--- src/rtl/cal_wdog_pkg.sv ---
package cal_wdog_pkg;

  typedef enum logic [1:0] {
    CAL_NONE  = 2'b00,
    CAL_BASIC = 2'b01,
    CAL_PREC  = 2'b10,
    CAL_RSVD  = 2'b11
  } cal_state_e;

  localparam logic [1:0] ADDR_WDOG  = 2'd0;
  localparam logic [1:0] ADDR_STATE = 2'd1;
  localparam logic [1:0] ADDR_FLAG  = 2'd2;
  localparam logic [1:0] ADDR_EN    = 2'd3;

endpackage

--- src/rtl/cal_wdog_spt_sync.sv ---
module cal_wdog_spt_sync #(
  parameter int STAGES = 2
) (
  input  logic clk,
  input  logic rst_n,
  input  logic spt_in,
  output logic spt_edge
);
  logic [STAGES:0] shreg;

  always_ff @(posedge clk or negedge rst_n) begin
    if (!rst_n) shreg <= '0;
    else        shreg <= {shreg[STAGES-1:0], spt_in};
  end

  // rising edge seen after the synchroniser stages
  assign spt_edge = shreg[STAGES-1] & ~shreg[STAGES];
endmodule

--- src/rtl/cal_wdog_core.sv ---
module cal_wdog_core
  import cal_wdog_pkg::*;
#(
  parameter int CNT_W = 16
) (
  input  logic             clk,
  input  logic             rst_n,
  input  logic             spt_edge,
  input  logic [CNT_W-1:0] start_val,
  input  logic             cal_set_vld,
  input  logic [1:0]       cal_set_state,
  output logic [CNT_W-1:0] cnt,
  output cal_state_e       cal_state,
  output logic             expire,
  output logic             reload,
  output logic             wd_event
);
  localparam logic [CNT_W-1:0] ONE = CNT_W'(1);

  function automatic logic f_counting(input logic edge_i,
                                      input cal_state_e st,
                                      input logic [CNT_W-1:0] start,
                                      input logic [CNT_W-1:0] cur);
    return edge_i && (st == CAL_PREC) && (start != '0) && (cur != '0);
  endfunction

  function automatic logic [CNT_W-1:0] f_next(input logic rld,
                                              input logic dec,
                                              input logic [CNT_W-1:0] start,
                                              input logic [CNT_W-1:0] cur);
    if (rld)      return start;
    else if (dec) return cur - ONE;
    else          return cur;
  endfunction

  logic dec;
  cal_state_e state_nxt;

  assign dec    = f_counting(spt_edge, cal_state, start_val, cnt);
  assign expire = dec && (cnt == ONE);
  assign reload = cal_set_vld && (cal_set_state == CAL_PREC) &&
                  (cal_state != CAL_PREC) && !expire;

  always_comb begin
    if (expire)           state_nxt = CAL_BASIC;
    else if (cal_set_vld) state_nxt = cal_state_e'(cal_set_state);
    else                  state_nxt = cal_state;
  end

  always_ff @(posedge clk or negedge rst_n) begin
    if (!rst_n) begin
      cnt       <= '0;
      cal_state <= CAL_NONE;
      wd_event  <= 1'b0;
    end else begin
      cnt       <= f_next(reload, dec, start_val, cnt);
      cal_state <= state_nxt;
      wd_event  <= expire;
    end
  end
endmodule

--- src/rtl/cal_wdog_regs.sv ---
module cal_wdog_regs
  import cal_wdog_pkg::*;
#(
  parameter int CNT_W = 16
) (
  input  logic               clk,
  input  logic               rst_n,
  input  logic               reg_wr,
  input  logic [1:0]         reg_addr,
  input  logic [2*CNT_W-1:0] reg_wdata,
  input  logic               cce,
  input  logic               expire,
  input  logic [CNT_W-1:0]   cnt,
  input  cal_state_e         cal_state,
  output logic [CNT_W-1:0]   start_val,
  output logic               cwe_flag,
  output logic               cwe_en,
  output logic [2*CNT_W-1:0] reg_rdata
);
  localparam int DATA_W = 2 * CNT_W;

  logic wr_start, wr_flag, wr_en;
  assign wr_start = reg_wr && (reg_addr == ADDR_WDOG) && cce;
  assign wr_flag  = reg_wr && (reg_addr == ADDR_FLAG);
  assign wr_en    = reg_wr && (reg_addr == ADDR_EN);

  always_ff @(posedge clk or negedge rst_n) begin
    if (!rst_n) begin
      start_val <= '0;
      cwe_flag  <= 1'b0;
      cwe_en    <= 1'b0;
    end else begin
      if (wr_start) start_val <= reg_wdata[CNT_W-1:0];
      if (expire)                      cwe_flag <= 1'b1;
      else if (wr_flag && reg_wdata[0]) cwe_flag <= 1'b0;
      if (wr_en) cwe_en <= reg_wdata[0];
    end
  end

  always_comb begin
    reg_rdata = '0;
    case (reg_addr)
      ADDR_WDOG:  reg_rdata = {cnt, start_val};
      ADDR_STATE: reg_rdata = DATA_W'(cal_state);
      ADDR_FLAG:  reg_rdata = DATA_W'(cwe_flag);
      default:    reg_rdata = DATA_W'(cwe_en);
    endcase
  end
endmodule

--- src/rtl/cal_wdog_top.sv ---
module cal_wdog_top
  import cal_wdog_pkg::*;
#(
  parameter int CNT_W       = 16,
  parameter int SYNC_STAGES = 2
) (
  input  logic               clk,
  input  logic               rst_n,
  input  logic               spt_in,
  input  logic               cce,
  input  logic               cal_set_vld,
  input  logic [1:0]         cal_set_state,
  input  logic               reg_wr,
  input  logic [1:0]         reg_addr,
  input  logic [2*CNT_W-1:0] reg_wdata,
  output logic [2*CNT_W-1:0] reg_rdata,
  output logic [1:0]         cal_state,
  output logic               wd_event,
  output logic               irq
);
  logic             spt_edge;
  logic [CNT_W-1:0] start_val;
  logic [CNT_W-1:0] cnt;
  logic             expire;
  logic             reload;
  logic             cwe_flag;
  logic             cwe_en;
  cal_state_e       st;

  cal_wdog_spt_sync #(.STAGES(SYNC_STAGES)) u_sync (
    .clk(clk), .rst_n(rst_n), .spt_in(spt_in), .spt_edge(spt_edge)
  );

  cal_wdog_core #(.CNT_W(CNT_W)) u_core (
    .clk(clk), .rst_n(rst_n), .spt_edge(spt_edge), .start_val(start_val),
    .cal_set_vld(cal_set_vld), .cal_set_state(cal_set_state),
    .cnt(cnt), .cal_state(st), .expire(expire), .reload(reload),
    .wd_event(wd_event)
  );

  cal_wdog_regs #(.CNT_W(CNT_W)) u_regs (
    .clk(clk), .rst_n(rst_n), .reg_wr(reg_wr), .reg_addr(reg_addr),
    .reg_wdata(reg_wdata), .cce(cce), .expire(expire), .cnt(cnt),
    .cal_state(st), .start_val(start_val), .cwe_flag(cwe_flag),
    .cwe_en(cwe_en), .reg_rdata(reg_rdata)
  );

  assign cal_state = st;
  assign irq       = cwe_flag & cwe_en;
endmodule

--- config.mk ---
export PLATFORM = sky130hd
export DESIGN_NAME = cal_wdog_top
export DESIGN_NICKNAME = d
export VERILOG_FILES = /design/src/rtl/cal_wdog_pkg.sv /design/src/rtl/cal_wdog_spt_sync.sv /design/src/rtl/cal_wdog_core.sv /design/src/rtl/cal_wdog_regs.sv /design/src/rtl/cal_wdog_top.sv
export SDC_FILE = /design/constraint.sdc
export NUM_CORES = 1
export LEC_CHECK = 0
export ABC_CLOCK_PERIOD_IN_PS = 4000
export CORE_ASPECT_RATIO = 1.4
export CORE_MARGIN = 3
export CORE_UTILIZATION = 49
export DETAILED_ROUTE_END_ITERATION = 8
export GPL_TIMING_DRIVEN = 0
export PLACE_DENSITY = 0.82
export SYNTH_ARGS = -nofsm -noshare
export SYNTH_HDL_FRONTEND = slang
export SYNTH_HIERARCHICAL = 1
export SYNTH_SLANG_ARGS = --single-unit
export TNS_END_PERCENT = 1
--- constraint.sdc ---
create_clock -name clk -period 4 [get_ports clk]
set_input_delay 0.4 -clock clk [delete_from_list [all_inputs] [get_ports clk]]
set_output_delay 0.4 -clock clk [all_outputs]
set_load 0.02 [all_outputs]
Word-level counts from Yosys, hierarchy flattened. Index checks and enable logic that the tools add are counted.

Word-level logic and storage cells: 44. Output and inout port bits: 36. Latch bits: 0. Register bits after elaboration: 40. Bits in writable memories: 0. Memories: 0. Memory bits (read-only): 0. Bits of input ports: 42.

Muxes and demuxes: 7. Shift-type cells: 0. Bitwise operators: 3. Divide/modulo/power cells: 0. Add/sub/neg operators: 1. Multipliers: 0. Reduce and logical (&&, ||, !) cells: 19. $lt $le $gt $ge: 0. Equal/unequal tests: 7.

Operator list (count): $pmux 32 s3 (1); $mux 16 (2); $reduce_bool 16->1 (2); $eq 16x1->1 const B (1); $sub 16x1->16 const B (1); $logic_and 1x1->1 (12); $eq 2x2->1 const B (4); $reduce_bool 2->1 (3); $mux 2 (2); $and 1x1->1 (2); $eq 2x1->1 const B (1); $logic_not 2->1 (1); $mux 1 (2); $ne 2x2->1 const B (1); $logic_not 1->1 (1); $not 1->1 (1).

Longest topological paths before layout. Gate-level depths: netlist (run 1).

Depth in word-level cells: 9. Depth in mapped cells: 9.

Modules after synthesis. The synthesis (run 1) kept the hierarchy.

By module, submodules not included: cal_wdog_core (sequential area each 475.5 sq um, area an instance 1161.1 sq um, cells each 126, times used 1); cal_wdog_regs (sequential area each 450.4 sq um, area an instance 977.2 sq um, cells each 78, times used 1); cal_wdog_spt_sync (sequential area each 75.1 sq um, area an instance 88.8 sq um, cells each 4, times used 1); cal_wdog_top (sequential area each 0.0 sq um, area an instance 6.3 sq um, cells each 1, times used 1).

Worst setup path after synthesis (run 1). No wires, ideal clock.

Path type: reg2reg. Start: register u_core.cnt[0]. End: register u_core.cnt[5]. Buffers on the path: 1. Data required time: 3863 ps. Cell stages (with the launch flop): 10. Setup slack: 2188 ps. Arrival: 1675 ps. Path through: dfrtp_1 -> inv_1 -> ha_1 -> nor4b_1 -> and4_4 -> nor3_2 -> buf_6 -> nand2_1 -> o211ai_1 -> o311ai_1.

Longest elaborated chain between the ends: 6. Elaborated cells between the ends (all ways): 10.

RTL lines: from (decl) (line cal_wdog_core.sv:12) `output logic [CNT_W-1:0] cnt,`; from (signal assigned) (line cal_wdog_core.sv:56) `cnt <= f_next(reload, dec, start_val, cnt);`; branches (longest 6 deep; another with $sub 16x1->16).

Parallel ways; which one is timed is not known. The select of a mux whose other input is x is not followed. A chain may end at the register's enable or synchronous reset.

Final worst setup path (run 1).
Start: input port reg_addr[0]. End: output port reg_rdata[2].

Longest elaborated chain between the ends: 2. Elaborated cells between the ends (all ways): 4.

RTL lines: from (decl) (line cal_wdog_top.sv:14) `input logic [1:0] reg_addr,`; $eq 2x2->1, or another cell as far along (line cal_wdog_regs.sv:42) `case (reg_addr)`; $pmux 32 s3 (*) (line cal_wdog_regs.sv:42); to (decl) (line cal_wdog_top.sv:16) `output logic [2*CNT_W-1:0] reg_rdata,`.

Every way passes the cells marked *; elsewhere a longest branch is shown, timed or not.

==> results of run 1 <==
-- registers in the layout (all words and copies together) (netlist names) --
signal	flops
u_regs/cwe_en	1
u_core/cnt	16
u_sync/shreg	3
u_regs/start_val	16
u_core/cal_state	2
u_regs/cwe_flag	1
u_core/wd_event	1
-- power breakdown --
part,internal [W],switching [W],total (W)
Combinational,0.000248,0.000205,0.000453
Sequential,0.000507,0.000144,0.000651
Clock,0.000138,0.000136,0.000274
-- synthesized netlist by cell type, types with 2 or more instances --
library cell	count
dfrtp_1	40
and2_1	31
nand2_1	22
mux2_4	10
nor2_1	10
xor2_1	10
mux2_2	7
o21ai_1	7
nand3_1	6
nor4_1	6
nor3_1	5
clkbuf_1	4
a21oi_1	3
ha_1	3
nand4b_1	3
nor2b_1	3
o21ai_0	3
a21o_1	2
buf_2	2
inv_1	2
nand2b_1	2
nand3b_1	2
nor4_4	2
o311ai_1	2
xnor2_1	2
-- logic make-up after synthesis --
logic type      Yosys count  share of synthesized area, %
fa+ha+maj                 3                          1.68
simple gates            102                          27.8
mux                      19                          11.7
buf+inv                  12                          3.36
flops                    40                          44.8
compound gates           21                          5.88
xor+xnor                 12                          4.71
-- cell type report --
type / instances / area share, %
Sequential cell: 40 / 33.3
Multi-Input combinational cell: 157 / 38.5
Buffer: 9 / 2.12
Inverter: 3 / 0.375
Clock buffer: 6 / 2.75
Tap cell: 60 / 2.50
Clock inverter: 2 / 0.333
Timing Repair Buffer: 61 / 20.1
-- per-stage QoR --
| stage | cells | setup WS [ns] | total power [W] | hold WS, ns | util, % |
|---|---|---|---|---|---|
| finish | 338 | 1.21 | 0.00138 | 0.226 | 69.8 |
| global route | 338 | 1.10 | 0.00147 | 0.285 | 69.8 |
| CTS | 338 | 1.20 | 0.00139 | 0.255 | 69.8 |
| detailed placement | 330 | 1.21 | 0.00111 | 0.348 | 67.6 |
| global placement | 330 | 1.24 | 0.00110 | 0.336 | 67.7 |
| floorplan | 209 | 2.19 | 0.000930 | 0.104 | - |
-- layer usage --
layer  GRT usage [%]  share of wire (%)
met1            26.0                 43
met4            7.63                2.0
met5               0                  0
met2            35.3                 52
met3            3.54                3.5
-- worst max path at each step --
stage	start	slack (ns)	endpoint	depth (start not counted)
2_1_floorplan	u_core/cnt[0]	2.19	u_core/cnt[5]	9
3_5_place_dp	reg_addr[0]	1.21	reg_rdata[2]	5
6_report	reg_addr[0]	1.21	reg_rdata[2]	5
3_3_place_gp	reg_addr[0]	1.24	reg_rdata[2]	5
5_1_grt	reg_addr[0]	1.10	reg_rdata[2]	5
4_1_cts	reg_addr[0]	1.20	reg_rdata[2]	5
==> metrics.yaml, run 1 <==
global_route:
  antenna_found_initial: 0
  grt_pass1_vias: 1791
  grt_use_total_pct: 20.6
  grt_pass1_wl_um: 8680
  grt_start_max_net_pins: 41
  overflow: 0
clocking:
  hold_buffers: 0
  post_cts_buffers: 0
  cts_tree: "built"
  cts_made_buffers: 5
  cts_root_buffer: "clkbuf_8"
  cts.sinks: 40
  path_clk_slew_ns: 0.07
  htreeDepth: 2
  cts-resized-gates: 0
  clk_latency_ns: 0.29
  clockBufferDepth: 2
sta:
  hold_viol: 0
  rsz0062_at_grt: "no"
  timing.fmax_mhz: 359
  setup_viol: 0
  slew_viol_final: 0
  relSlewSlack_pct: 34.8
  skew_ns: 0.0105
  finalCriticalPeriod_ns: 2.79
  tns_ns: 0
  tightestPinTransition_ns: 0.970
  post-route-period-util_pct: 69.7
worst_setup_path:
  rr_worst_depth: 8
  critPathMaxFanout: 10
  crit_family: "buffers and inverters"
  critPathSlowestCell: "clkdlybuf4s50_1"
  path_cells: "clkdlybuf4s50_1 > nor2_1 > clkbuf_1 > and2_1 > clkdlybuf4s50_1"
  rr_startpoint: "u_core/cnt[0]"
  path_buf_inv: 3
  worstPathRequired_ns: 3.60
  end_kind: "primary output"
  cp-start-kind: "input port"
  timing.rr.end: "u_core/cnt[14]"
  critPathMostFrequentCell: "clkdlybuf4s50_1"
  path_class: "input port to primary output"
  arrival_ns: 2.39
  slowest_delay_ns: 0.62
  ff2ff_setup_slack_ns: 1.91
hold_path:
  hold_class: "input port to asynchronous set/reset pin"
placement:
  dpl_cell_area_um2: 2910
  gp_congestion: 0.807
  io_buffers: 61
  dp.final_hpwl_um: 3840
floorplan:
  core_area_um2: 4310
  start_util_pct: 51.8
  boundaryPins: 78
  dieArea_um2: 5420
  num_rows: 28
  die_w_um: 63.1
  die_h_um: 85.9
drt:
  drtIter0Drc: 93
  dr.pass1.iters: 4
  via_count: 1761
  route.detailed.drc: 0
  wire_per_inst_um: 15.1
  drtAntennaViolNets: 0
  drt_wl_total_um: 5100
  avgViaCountPerCell: 5.21
final_layout:
  design_area_um2: 3010
  final_common_cell: "clkdlybuf4s50_1"
  n_antenna_cell: 0
  area_growth_pct: 34.6
  nets: 322
  drive_above_1_share_pct: 14.7
  multi_input_area_um2: 1160
  nFillCells: 330
  layout_common_cells: "clkdlybuf4s50_1 (60), dfrtp_1 (40), and2_1 (31), nand2_1 (22)"
  final-seq-area_um2: 1000
logic_synthesis:
  synth_cell_type_count: 45
  yosysTopAreaCellShare_pct: 44.8
  synth_edf_count: 0
  synthCells: 209
  synth_top_flop_cell: "dfrtp_1"
  synthArstFlopShare_pct: 100
  syn-cell-area_um2: 2230
  syn_area_per_cell_um2: 10.7
  syn_nets: 254
  ys_seq_elements: 40
  synth_area_leader_cell: "dfrtp_1"
  yosys_warnings: 6
  ys_seq_area_share_pct: 44.8
  synthTopCellsByArea: "dfrtp_1 (45%), and2_1 (8.7%), mux2_4 (6.7%), xor2_1 (3.9%), nand2_1 (3.7%)"
flow_run:
  cap_violations: 0
power_and_ir_drop:
  p_per_area_nw_per_um2: 459
  p_leak_nw: 1.22
  peakVddDrop_uv: 312
status:
  status: "finished clean"
Power figures use the tool's default switching activity.
==> run 2: changes to the inputs <==
--- a/config.mk
+++ b/config.mk
@@ -5,13 +5,13 @@
 export SDC_FILE = /design/constraint.sdc
 export NUM_CORES = 1
 export LEC_CHECK = 0
-export ABC_CLOCK_PERIOD_IN_PS = 4000
+export ABC_CLOCK_PERIOD_IN_PS = 2400
 export CORE_ASPECT_RATIO = 1.4
 export CORE_MARGIN = 3
-export CORE_UTILIZATION = 49
+export CORE_UTILIZATION = 41
 export DETAILED_ROUTE_END_ITERATION = 8
 export GPL_TIMING_DRIVEN = 0
-export PLACE_DENSITY = 0.82
+export PLACE_DENSITY = 0.73
 export SYNTH_ARGS = -nofsm -noshare
 export SYNTH_HDL_FRONTEND = slang
 export SYNTH_HIERARCHICAL = 1
==> constraint.sdc (replaced) <==
create_clock -name clk -period 2.4 [get_ports clk]
set_input_delay 0.24 -clock clk [delete_from_list [all_inputs] [get_ports clk]]
set_output_delay 0.24 -clock clk [all_outputs]
set_load 0.02 [all_outputs]
==> metrics.yaml, run 2 (synthesized netlist as in run 1, its figures left out) <==
status:
  status: "finished clean"
final_layout:
  n_antenna_cell: 0  # unchanged
  nets: 322  # unchanged
  nFillCells: 491  # +49%
  final_util_pct: 57.9  # -12 points
  design_area_um2: 3030  # +0.87%
  final_common_cell: "clkdlybuf4s50_1"
  layout_common_cells: "clkdlybuf4s50_1 (60), dfrtp_1 (40), and2_1 (31), nand2_1 (22)"
  top_regs: "u_core/cnt (16), u_regs/start_val (16), u_sync/shreg (3)"
  drive_above_1_share_pct: 15.5  # +0.72 points
  area_growth_pct: 35.8
worst_setup_path:
  cp.depth: 5  # unchanged
  timing.rr.end: "u_core/cnt[8]"
  rr_worst_depth: 8  # unchanged
  rr_startpoint: "u_core/cnt[0]"
  arrival_ns: 2.05  # -0.34 ns
  cp-start-kind: "input port"
  crit_family: "buffers and inverters"
  worstPathRequired_ns: 2.16  # -1.44 ns
  ff2ff_setup_slack_ns: 0.32  # -1.59 ns
  startpoint: "reg_addr[0]"
  path_cells: "clkdlybuf4s50_1 > nor2_1 > clkbuf_2 > and2_1 > clkdlybuf4s50_1"
  end_kind: "primary output"
  path_class: "input port to primary output"
  critPathMostFrequentCell: "clkdlybuf4s50_1"
  critPathSlowestCell: "clkdlybuf4s50_1"
  critPathCapture: "reg_rdata[6]"
  slowest_delay_ns: 0.60  # -0.02 ns
  path_buf_inv: 3  # unchanged
  critPathMaxFanout: 10  # unchanged
power_and_ir_drop:
  peakVddDrop_uv: 499  # +60%
  power_w: 0.00238  # +73%
  p_leak_nw: 1.24  # +1.1%
  p_per_area_nw_per_um2: 785  # +71%
floorplan:
  core_area_um2: 5240  # +22%
  dieArea_um2: 6380  # +18%
  start_util_pct: 42.7  # -9.2 points
  num_rows: 31  # +11%
  boundaryPins: 78  # unchanged
  die_h_um: 93.3  # +8.7%
  die_w_um: 68.4  # +8.4%
placement:
  dp.final_hpwl_um: 3940  # +2.5%
  gp_congestion: 0.851  # +5.5%
  place_ws_ns: -0.0817  # -1.29 ns
  io_buffers: 61  # unchanged
  dpl_cell_area_um2: 2920  # +0.26%
drt:
  avgViaCountPerCell: 5.17  # -0.85%
  via_count: 1777  # +0.91%
  drt_wl_total_um: 5270  # +3.4%
  dr.pass1.iters: 4  # unchanged
  drtIter0Drc: 89  # -4.3%
  wire_per_inst_um: 15.3  # +1.6%
  drtAntennaViolNets: 0  # unchanged
  route.detailed.drc: 0  # unchanged
clocking:
  hold_buffers: 0  # unchanged
  cts_made_buffers: 5  # unchanged
  cts_tree: "built"
  post_cts_buffers: 0  # unchanged
  htreeDepth: 2  # unchanged
  clockBufferDepth: 2  # unchanged
  cts_root_buffer: "clkbuf_8"
  clk_latency_ns: 0.29  # about the same
  cts.sinks: 40  # unchanged
  path_clk_slew_ns: 0.07  # about the same
global_route:
  grt_pass1_vias: 1789  # -0.11%
  grt_use_total_pct: 17.9  # -2.7 points
  grt_pass1_wl_um: 8560  # -1.4%
  overflow: 0  # unchanged
  antenna_found_initial: 0  # unchanged
  grt_start_max_net_pins: 41  # unchanged
sta:
  slew_viol_final: 0  # unchanged
  setup_viol: 0  # unchanged
  hold_viol: 0  # unchanged
  fin_ws_ns: 0.107  # -1.10 ns
  rsz0062_at_grt: "no"
  tightestPinTransition_ns: 1.04  # +0.0696 ns
  timing.fmax_mhz: 436
  skew_ns: 0.00827  # -0.00224 ns
  finalCriticalPeriod_ns: 2.29
  post-route-period-util_pct: 95.5
  relSlewSlack_pct: 30.1  # -4.7 points
hold_path:
  hold_class: "input port to asynchronous set/reset pin"
flow_run:
  cap_violations: 0  # unchanged
[run 2: stage by stage]
step,TNS [ns],hold WS [ns],instances
2_1_floorplan,0,-0.0556,209
3_3_place_gp,-0.502,0.338,336
3_5_place_dp,-0.556,0.338,336
4_1_cts,0,0.101,344
5_1_grt,0,0.129,344
6_report,0,0.0700,344
[run 2: power by group]
group	internal, W	switching, W	total, W
logic	0.000414	0.000343	0.000757
clock network	0.000309	0.000227	0.000536
registers	0.000845	0.000244	0.00109
total	0.00157	0.000815	0.00238
[run 2: how the worst min path moves through the flow]
stage	end	cells past startpoint	slack, ns	from
final	u_sync/shreg[0]	1	0.07	rst_n
after global routing	u_core/wd_event	1	0.13	rst_n
after CTS	u_core/wd_event	1	0.10	rst_n
after detailed placement	u_sync/shreg[1]	0	0.34	u_sync/shreg[0]
after global placement	u_sync/shreg[1]	0	0.34	u_sync/shreg[0]
after floorplan	u_core/cal_state[0]	0	-0.06	rst_n
[run 2: area by class of cell]
| cell class | count | area, um2 | area share, % |
|---|---|---|---|
| Timing Repair Buffer | 61 | 606 | 20.0 |
| Tap cell | 66 | 82.6 | 2.72 |
| Clock inverter | 2 | 35.0 | 1.16 |
| Sequential cell | 40 | 1000 | 33.0 |
| Multi-Input combinational cell | 157 | 1160 | 38.2 |
| Buffer | 9 | 67.6 | 2.23 |
| Inverter | 3 | 11.3 | 0.371 |
| Clock buffer | 6 | 72.6 | 2.39 |
[run 2: metal layers]
| metal | up-vias | routed length, um | global-route usage [%] |
|---|---|---|---|
| met5 | - | 0 | 0 |
| met4 | 0 | 73 | 4.48 |
| met3 | 6 | 134 | 3.37 |
| met2 | 33 | 2780 | 30.9 |
| met1 | 874 | 2280 | 22.5 |
| li1 | 864 | - | - |
[run 2: timing repair]
action                                  in CTS  in global routing
endpoints found under the setup margin      10                 20
hold endpoints to repair                     0                  0
gates resized for setup                      1                  4
